**src/rtl/gpio5_pkg.sv**
```systemverilog
package gpio5_pkg;
  localparam int unsigned NPIN        = 5;
  localparam int unsigned DW          = 8;
  localparam int unsigned AW          = 8;
  localparam int unsigned PIN_TXD     = 0;
  localparam int unsigned PIN_RXD     = 1;
  localparam int unsigned PIN_OSC_OUT = 3;
  localparam int unsigned PIN_OSC_IN  = 4;

  typedef struct packed {
    logic ser;
    logic osc_in;
    logic osc_out;
  } own_t;

  function automatic logic [NPIN-1:0] osc_mask(own_t own);
    logic [NPIN-1:0] m;
    m = '0;
    m[PIN_OSC_IN]  = own.osc_in;
    m[PIN_OSC_OUT] = own.osc_out;
    return m;
  endfunction
endpackage

```
**src/rtl/gpio5_regs.sv**
```systemverilog
module gpio5_regs
  import gpio5_pkg::*;
#(
  parameter logic [AW-1:0] DATA_OFFS = 8'h08,
  parameter logic [AW-1:0] DIR_OFFS  = 8'h0C
) (
  input  logic            clk_i,
  input  logic            rst_ni,
  input  logic            we_i,
  input  logic [AW-1:0]   addr_i,
  input  logic [NPIN-1:0] wdata_i,
  input  logic [NPIN-1:0] wr_block_i,
  output logic [NPIN-1:0] latch_o,
  output logic [NPIN-1:0] dir_o
);
  logic wr_data, wr_dir;
  assign wr_data = we_i && (addr_i == DATA_OFFS);
  assign wr_dir  = we_i && (addr_i == DIR_OFFS);

  always_ff @(posedge clk_i or negedge rst_ni) begin
    if (!rst_ni)     dir_o <= '0;
    else if (wr_dir) dir_o <= wdata_i;
  end

  // data latches carry no reset
  for (genvar b = 0; b < NPIN; b++) begin : g_latch
    always_ff @(posedge clk_i) begin
      if (wr_data && !wr_block_i[b]) latch_o[b] <= wdata_i[b];
    end

    assert_osc_wr_block_R10: assert property (@(posedge clk_i) disable iff (!rst_ni)
      (wr_data && wr_block_i[b]) |=> $stable(latch_o[b]));

    assert_latch_wr_R6: assert property (@(posedge clk_i) disable iff (!rst_ni)
      (wr_data && !wr_block_i[b]) |=> (latch_o[b] == $past(wdata_i[b])));
  end

  assert_dir_wr_R4: assert property (@(posedge clk_i) disable iff (!rst_ni)
    wr_dir |=> (dir_o == $past(wdata_i)));

  assert_dir_hold_R2: assert property (@(posedge clk_i) disable iff (!rst_ni)
    !wr_dir |=> $stable(dir_o));
endmodule

```
**src/rtl/gpio5_pin_mux.sv**
```systemverilog
module gpio5_pin_mux
  import gpio5_pkg::*;
(
  input  logic            clk_i,
  input  logic            rst_ni,
  input  logic [NPIN-1:0] dir_i,
  input  logic [NPIN-1:0] latch_i,
  input  own_t            own_i,
  input  logic            ser_txd_i,
  input  logic            osc_clk_i,
  output logic [NPIN-1:0] oe_o,
  output logic [NPIN-1:0] out_o
);
  for (genvar p = 0; p < NPIN; p++) begin : g_pin
    if (p == PIN_TXD) begin : g_txd
      always_comb begin
        oe_o[p]  = own_i.ser ? 1'b1 : dir_i[p];
        out_o[p] = own_i.ser ? ser_txd_i : latch_i[p];
      end
    end else if (p == PIN_RXD) begin : g_rxd
      always_comb begin
        oe_o[p]  = own_i.ser ? 1'b0 : dir_i[p];
        out_o[p] = latch_i[p];
      end
    end else if (p == PIN_OSC_OUT) begin : g_ckout
      always_comb begin
        oe_o[p]  = own_i.osc_out ? 1'b1 : dir_i[p];
        out_o[p] = own_i.osc_out ? osc_clk_i : latch_i[p];
      end
    end else if (p == PIN_OSC_IN) begin : g_ckin
      always_comb begin
        oe_o[p]  = own_i.osc_in ? 1'b0 : dir_i[p];
        out_o[p] = latch_i[p];
      end
    end else begin : g_gp
      always_comb begin
        oe_o[p]  = dir_i[p];
        out_o[p] = latch_i[p];
      end
    end
  end

  assert_rx_not_driven_R7: assert property (@(posedge clk_i) disable iff (!rst_ni)
    own_i.ser |-> !oe_o[PIN_RXD]);
  assert_ckin_not_driven_R9: assert property (@(posedge clk_i) disable iff (!rst_ni)
    own_i.osc_in |-> !oe_o[PIN_OSC_IN]);
  assert_ckout_driven_R9: assert property (@(posedge clk_i) disable iff (!rst_ni)
    own_i.osc_out |-> oe_o[PIN_OSC_OUT]);
endmodule

```
**src/rtl/gpio5_read_mux.sv**
```systemverilog
module gpio5_read_mux
  import gpio5_pkg::*;
#(
  parameter logic [AW-1:0] DATA_OFFS = 8'h08,
  parameter logic [AW-1:0] DIR_OFFS  = 8'h0C
) (
  input  logic            clk_i,
  input  logic            rst_ni,
  input  logic [AW-1:0]   addr_i,
  input  logic [NPIN-1:0] dir_i,
  input  logic [NPIN-1:0] latch_i,
  input  logic [NPIN-1:0] pin_i,
  input  logic [NPIN-1:0] osc_own_i,
  output logic [DW-1:0]   rdata_o
);
  logic [NPIN-1:0] data_view;

  for (genvar b = 0; b < NPIN; b++) begin : g_bit
    // undefined read for oscillator pins returned as 0
    assign data_view[b] = osc_own_i[b] ? 1'b0 : (dir_i[b] ? latch_i[b] : pin_i[b]);
  end

  always_comb begin
    rdata_o = '0;
    if (addr_i == DATA_OFFS)     rdata_o[NPIN-1:0] = data_view;
    else if (addr_i == DIR_OFFS) rdata_o[NPIN-1:0] = dir_i;
  end

  assert_upper_zero_R1: assert property (@(posedge clk_i) disable iff (!rst_ni)
    rdata_o[DW-1:NPIN] == '0);
  assert_unmapped_zero_R1: assert property (@(posedge clk_i) disable iff (!rst_ni)
    (addr_i != DATA_OFFS && addr_i != DIR_OFFS) |-> rdata_o == '0);
endmodule

```
**src/rtl/gpio5_port.sv**
```systemverilog
module gpio5_port
  import gpio5_pkg::*;
#(
  parameter logic [AW-1:0] DATA_OFFS = 8'h08,
  parameter logic [AW-1:0] DIR_OFFS  = 8'h0C
) (
  input  logic            clk_i,
  input  logic            rst_ni,
  input  logic            bus_we_i,
  input  logic [AW-1:0]   bus_addr_i,
  input  logic [DW-1:0]   bus_wdata_i,
  output logic [DW-1:0]   bus_rdata_o,
  input  logic [NPIN-1:0] pin_in_i,
  output logic [NPIN-1:0] pin_oe_o,
  output logic [NPIN-1:0] pin_out_o,
  input  logic            ser_en_i,
  input  logic            ser_txd_i,
  output logic            ser_rxd_o,
  input  logic            osc_in_sel_i,
  input  logic            osc_in_en_i,
  input  logic            osc_out_sel_i,
  input  logic            osc_out_en_i,
  input  logic            osc_clk_i,
  output logic            osc_ext_clk_o
);
  own_t            own;
  logic [NPIN-1:0] osc_own, latch, dir;
  logic            unused_wdata;

  assign unused_wdata = ^bus_wdata_i[DW-1:NPIN];

  assign own.ser     = ser_en_i;
  assign own.osc_in  = osc_in_sel_i && osc_in_en_i;
  assign own.osc_out = osc_out_sel_i && osc_out_en_i;
  assign osc_own     = osc_mask(own);

  assign ser_rxd_o     = pin_in_i[PIN_RXD];
  assign osc_ext_clk_o = pin_in_i[PIN_OSC_IN];

  gpio5_regs #(.DATA_OFFS(DATA_OFFS), .DIR_OFFS(DIR_OFFS)) u_regs (
    .clk_i, .rst_ni,
    .we_i       (bus_we_i),
    .addr_i     (bus_addr_i),
    .wdata_i    (bus_wdata_i[NPIN-1:0]),
    .wr_block_i (osc_own),
    .latch_o    (latch),
    .dir_o      (dir)
  );

  gpio5_pin_mux u_pins (
    .clk_i, .rst_ni,
    .dir_i     (dir),
    .latch_i   (latch),
    .own_i     (own),
    .ser_txd_i (ser_txd_i),
    .osc_clk_i (osc_clk_i),
    .oe_o      (pin_oe_o),
    .out_o     (pin_out_o)
  );

  gpio5_read_mux #(.DATA_OFFS(DATA_OFFS), .DIR_OFFS(DIR_OFFS)) u_rd (
    .clk_i, .rst_ni,
    .addr_i    (bus_addr_i),
    .dir_i     (dir),
    .latch_i   (latch),
    .pin_i     (pin_in_i),
    .osc_own_i (osc_own),
    .rdata_o   (bus_rdata_o)
  );

  assert_rxd_follows_R7: assert property (@(posedge clk_i) disable iff (!rst_ni)
    ser_rxd_o == pin_in_i[PIN_RXD]);
endmodule

```
**config.mk**
```make
export PLATFORM = sky130hd
export DESIGN_NAME = gpio5_port
export DESIGN_NICKNAME = d
export VERILOG_FILES = /design/src/rtl/gpio5_pkg.sv /design/src/rtl/gpio5_regs.sv /design/src/rtl/gpio5_pin_mux.sv /design/src/rtl/gpio5_read_mux.sv /design/src/rtl/gpio5_port.sv
export SDC_FILE = /design/constraint.sdc
export NUM_CORES = 1
export LEC_CHECK = 0
export ABC_CLOCK_PERIOD_IN_PS = 5000
export CAP_MARGIN = 20
export CORE_ASPECT_RATIO = 0.9
export CORE_MARGIN = 5
export CORE_UTILIZATION = 36
export CTS_BUF_LIST = sky130_fd_sc_hd__clkbuf_8 sky130_fd_sc_hd__clkbuf_16
export CTS_CLUSTER_SIZE = 25
export DETAILED_ROUTE_END_ITERATION = 7
export PLACE_DENSITY = 0.82
export SYNTH_ARGS = -nofsm -noshare
export SYNTH_HDL_FRONTEND = slang
export SYNTH_HIERARCHICAL = 1
export SYNTH_SLANG_ARGS = --single-unit
```
**constraint.sdc**
```tcl
create_clock -name clk_i -period 5 [get_ports clk_i]
set_input_delay 1.5 -clock clk_i [delete_from_list [all_inputs] [get_ports clk_i]]
set_output_delay 1.5 -clock clk_i [all_outputs]
set_load 0.05 [all_outputs]
```
==> results of run 1 <==
per-stage QoR:
stage,hold WS (ps),setup WS [ps],instances,utilization (%),total power [W]
floorplan,501.4,553.6,76,-,0.0001252
global placement,527.0,343.1,136,63.27,0.0001525
global route,576.2,272.2,140,66.20,0.0002633
detailed placement,537.0,323.2,136,63.27,0.0001539
finish,552.3,324.7,140,66.20,0.0002522
CTS,552.2,313.6,140,66.20,0.0002553
layout make-up:
class / count / area [um^2] / share of cell area (%)
multi-input cells: 57 / 390.4 / 31.42
repair buffers: 44 / 490.5 / 39.48
flip-flops and latches: 10 / 275.3 / 22.16
well taps: 25 / 31.28 / 2.518
clock buffers: 4 / 55.05 / 4.431
power by group:
part           switching (W)  leakage, nW  total [W]  internal, W
Sequential        0.00000188        0.114  0.0000907    0.0000888
Combinational      0.0000307        0.351  0.0000622    0.0000315
Clock              0.0000303       0.0288  0.0000994    0.0000691
synth_stat cells, drive strengths merged:
| cell | n | area share, % |
|---|---|---|
| nand2 | 1 | 0.54 |
| o21ai | 5 | 3.6 |
| nor3 | 1 | 0.72 |
| dfrtp | 5 | 18 |
| a21oi | 5 | 3.6 |
| buf | 9 | 9.7 |
| or2 | 2 | 1.8 |
| edfxtp | 5 | 22 |
| conb | 2 | 1.1 |
| and2 | 2 | 1.8 |
| nand3 | 1 | 1.4 |
| and4bb | 1 | 1.8 |
| nor2b | 6 | 5.4 |
| mux2 | 7 | 12 |
| nor2 | 5 | 2.7 |
| or4b | 5 | 7.2 |
| nor4b | 1 | 1.3 |
| and2b | 1 | 1.3 |
| nand3b | 1 | 1.1 |
| nor4 | 1 | 3.1 |
registers in the layout, summed over array words and instances (netlist names):
signal	count
u_regs/dir_o	5
u_regs/latch_o	5
kinds of logic (layout without fill, tap and decap cells):
kind of cell,Yosys count,after routing,synth area share [%]
multiplexers,7,7,12.41
AO/OA/AOI/OAI,10,10,7.193
other,2,12,1.080
flip-flops,10,10,39.57
AND/OR/NAND/NOR,28,28,30.04
buffers and inverters,9,48,9.712
per-layer routing:
layer  vias to the layer above  track usage [%]
li1                        318                -
met1                       314            14.33
met2                        28            27.82
met3                         2            4.715
met4                         0            5.929
met5                         -                0
worst max-delay path, delay by kind of cell:
kind,cells,cell delay (ps)
buffers and inverters,2,1140
multiplexers,1,310
AND/OR/NAND/NOR,1,220
worst min-delay path by stage:
| stage | cells past startpoint | endpoint | from | slack, ps |
|---|---|---|---|---|
| floorplan | 1 | u_regs/dir_o[3] | u_regs/dir_o[3] | 500 |
| global placement | 1 | u_regs/dir_o[0] | u_regs/dir_o[0] | 530 |
| detailed placement | 1 | u_regs/dir_o[4] | u_regs/dir_o[4] | 540 |
| CTS | 1 | u_regs/dir_o[4] | u_regs/dir_o[4] | 550 |
| global route | 1 | u_regs/dir_o[0] | u_regs/dir_o[0] | 580 |
| finish | 1 | u_regs/dir_o[4] | u_regs/dir_o[4] | 550 |
==> results.py, run 1 <==
metrics = {
    "status": {
        "outcome": "complete, no violations",
    },
    "setup_path": {
        "crit-reg2reg-capture": "u_regs/dir_o[3]",
        "worst_setup_path_start_kind": "input pin",
        "critical_path.cell_chain": "clkdlybuf4s50_1 -> and2_1 -> mux2_4 -> clkdlybuf4s50_1",
        "worstPathRequired_ps": 3500,
        "critical-path-slowest-cell": "sky130_fd_sc_hd__clkdlybuf4s50_1",
        "worstSetupEndpoint": "pin_out_o[3]",
        "critical_setup_path_class": "in -> out",
        "endpoint_arrival_time_on_the_critical_path_ps": 3180,
        "worst_setup_path_end_kind": "primary output",
        "worst_path_most_repeated_cell": "sky130_fd_sc_hd__clkdlybuf4s50_1",
        "regToRegSetupSlack_ps": 4200,
        "launch_point_of_the_worst_path": "osc_out_sel_i",
        "crit-reg2reg-launch": "u_regs/dir_o[3]",
        "ff2ff_path_depth": 1,
        "cp_max_fo": 5,
        "timing.critical_path.slowest_cell_delay_ps": 700,
    },
    "global_route": {
        "grt_antenna_before_repair": 0,
        "grt_pass1_vias": 720,
        "grt.overflow.total": 0,
        "grt_use_total_pct": 14.45,
        "largest_net_degree_at_the_start_of_global_routing": 13,
        "grt_first_pass_wirelength_mm": 3.201,
    },
    "die": {
        "floorplan.die.height_um": 51.71,
        "design.portCount": 51,
        "fp.coreArea_um2": 1877,
        "row_count": 15,
        "die-area_um2": 2913,
        "start_util_pct": 37.07,
        "die-width_um": 56.34,
    },
    "clock_network": {
        "cts.hold.buffers_added": 0,
        "post_cts_buffers": 0,
        "cts_tree": "yes",
        "clk-insertion-delay-late_ps": 230,
        "clockRootBuffer": "sky130_fd_sc_hd__clkbuf_8",
        "cts.clk_slew.worst_paths_ps": 50,
        "ctsLongestPathBuffers": 2,
        "cts_buffers": 3,
        "post_cts_resize_count": 0,
        "cts.sinks": 10,
        "h-tree-depth": 1,
    },
    "final_layout": {
        "fraction_of_layout_cells_with_a_size_suffix_above_1_pct": 18.26,
        "layout-area-overhead-vs-synth_pct": 78.60,
        "mostFrequentLayoutCell": "sky130_fd_sc_hd__clkdlybuf4s50_1",
        "antennaDiodeCount": 0,
        "final_cell_area_um2": 1242,
        "nets": 147,
        "most-common-layout-cells": "sky130_fd_sc_hd__clkdlybuf4s50_1 (39), sky130_fd_sc_hd__conb_1 (12), sky130_fd_sc_hd__nor2b_1 (6)",
        "nFillCells": 155,
    },
    "route": {
        "detailedRoute.firstPassIterationCount": 4,
        "detail_route.iter0.violations": 5,
        "totalWireLength_mm": 1.953,
        "m1WireLength_um": 723,
        "vias": 662,
        "route.detailed.drc": 0,
        "drt-vias-per-instance": 4.729,
        "ant_nets": 0,
        "detail_route.wl_per_cell_um": 13.95,
        "wire_length_on_met2_mm": 1.077,
        "top_layer_used": "met4",
        "met3WireLength_um": 141,
    },
    "power": {
        "p_per_area_nw_per_um2": 203.0,
        "leakage_nw": 0.4938,
        "worst_vdd_ir_v": 0.0001737,
    },
    "job": {
        "drv_cap": 0,
    },
    "sta": {
        "grt_setup_unrepaired": "no",
        "maxClockFrequency_mhz": 213.9,
        "final_min_period_over_clock_period_pct": 93.51,
        "finalSetupViolations": 0,
        "fin_skew_ps": 0,
        "count_of_final_max_slew_check_failures": 0,
        "timing.final.hold_violations": 0,
        "worst_slew_pin_slew_ps": 519.3,
        "sum_of_negative_setup_slack_ps": 0,
        "layout_min_cycle_time_ps": 4675,
        "slew-limit-headroom_pct": 65.27,
    },
    "yosys": {
        "synth_cells": 66,
        "syn-cell-area_um2": 695.7,
        "postSynthRegisterBits": 10,
        "synth.lib_cells_used.distinct": 22,
        "syn_avg_cell_area_um2": 10.54,
        "yosysWarnings": 6,
        "ys_seq_area_share_pct": 39.57,
    },
    "placed_design": {
        "gp_congestion": 0.6578,
        "placedInstanceArea_um2": 1187,
        "dp.final_hpwl_mm": 1.550,
        "io_buffers": 44,
    },
    "min_path": {
        "class_of_the_worst_hold_path": "reg -> reg",
    },
}
(Power assumes the default switching activity.)
==> run 2: changes to the inputs <==
Settings changed: ABC_CLOCK_PERIOD_IN_PS 5000 to not set.
==> results of run 2 <==
The final DEF is identical to that of run 1; final timing and power are the same.
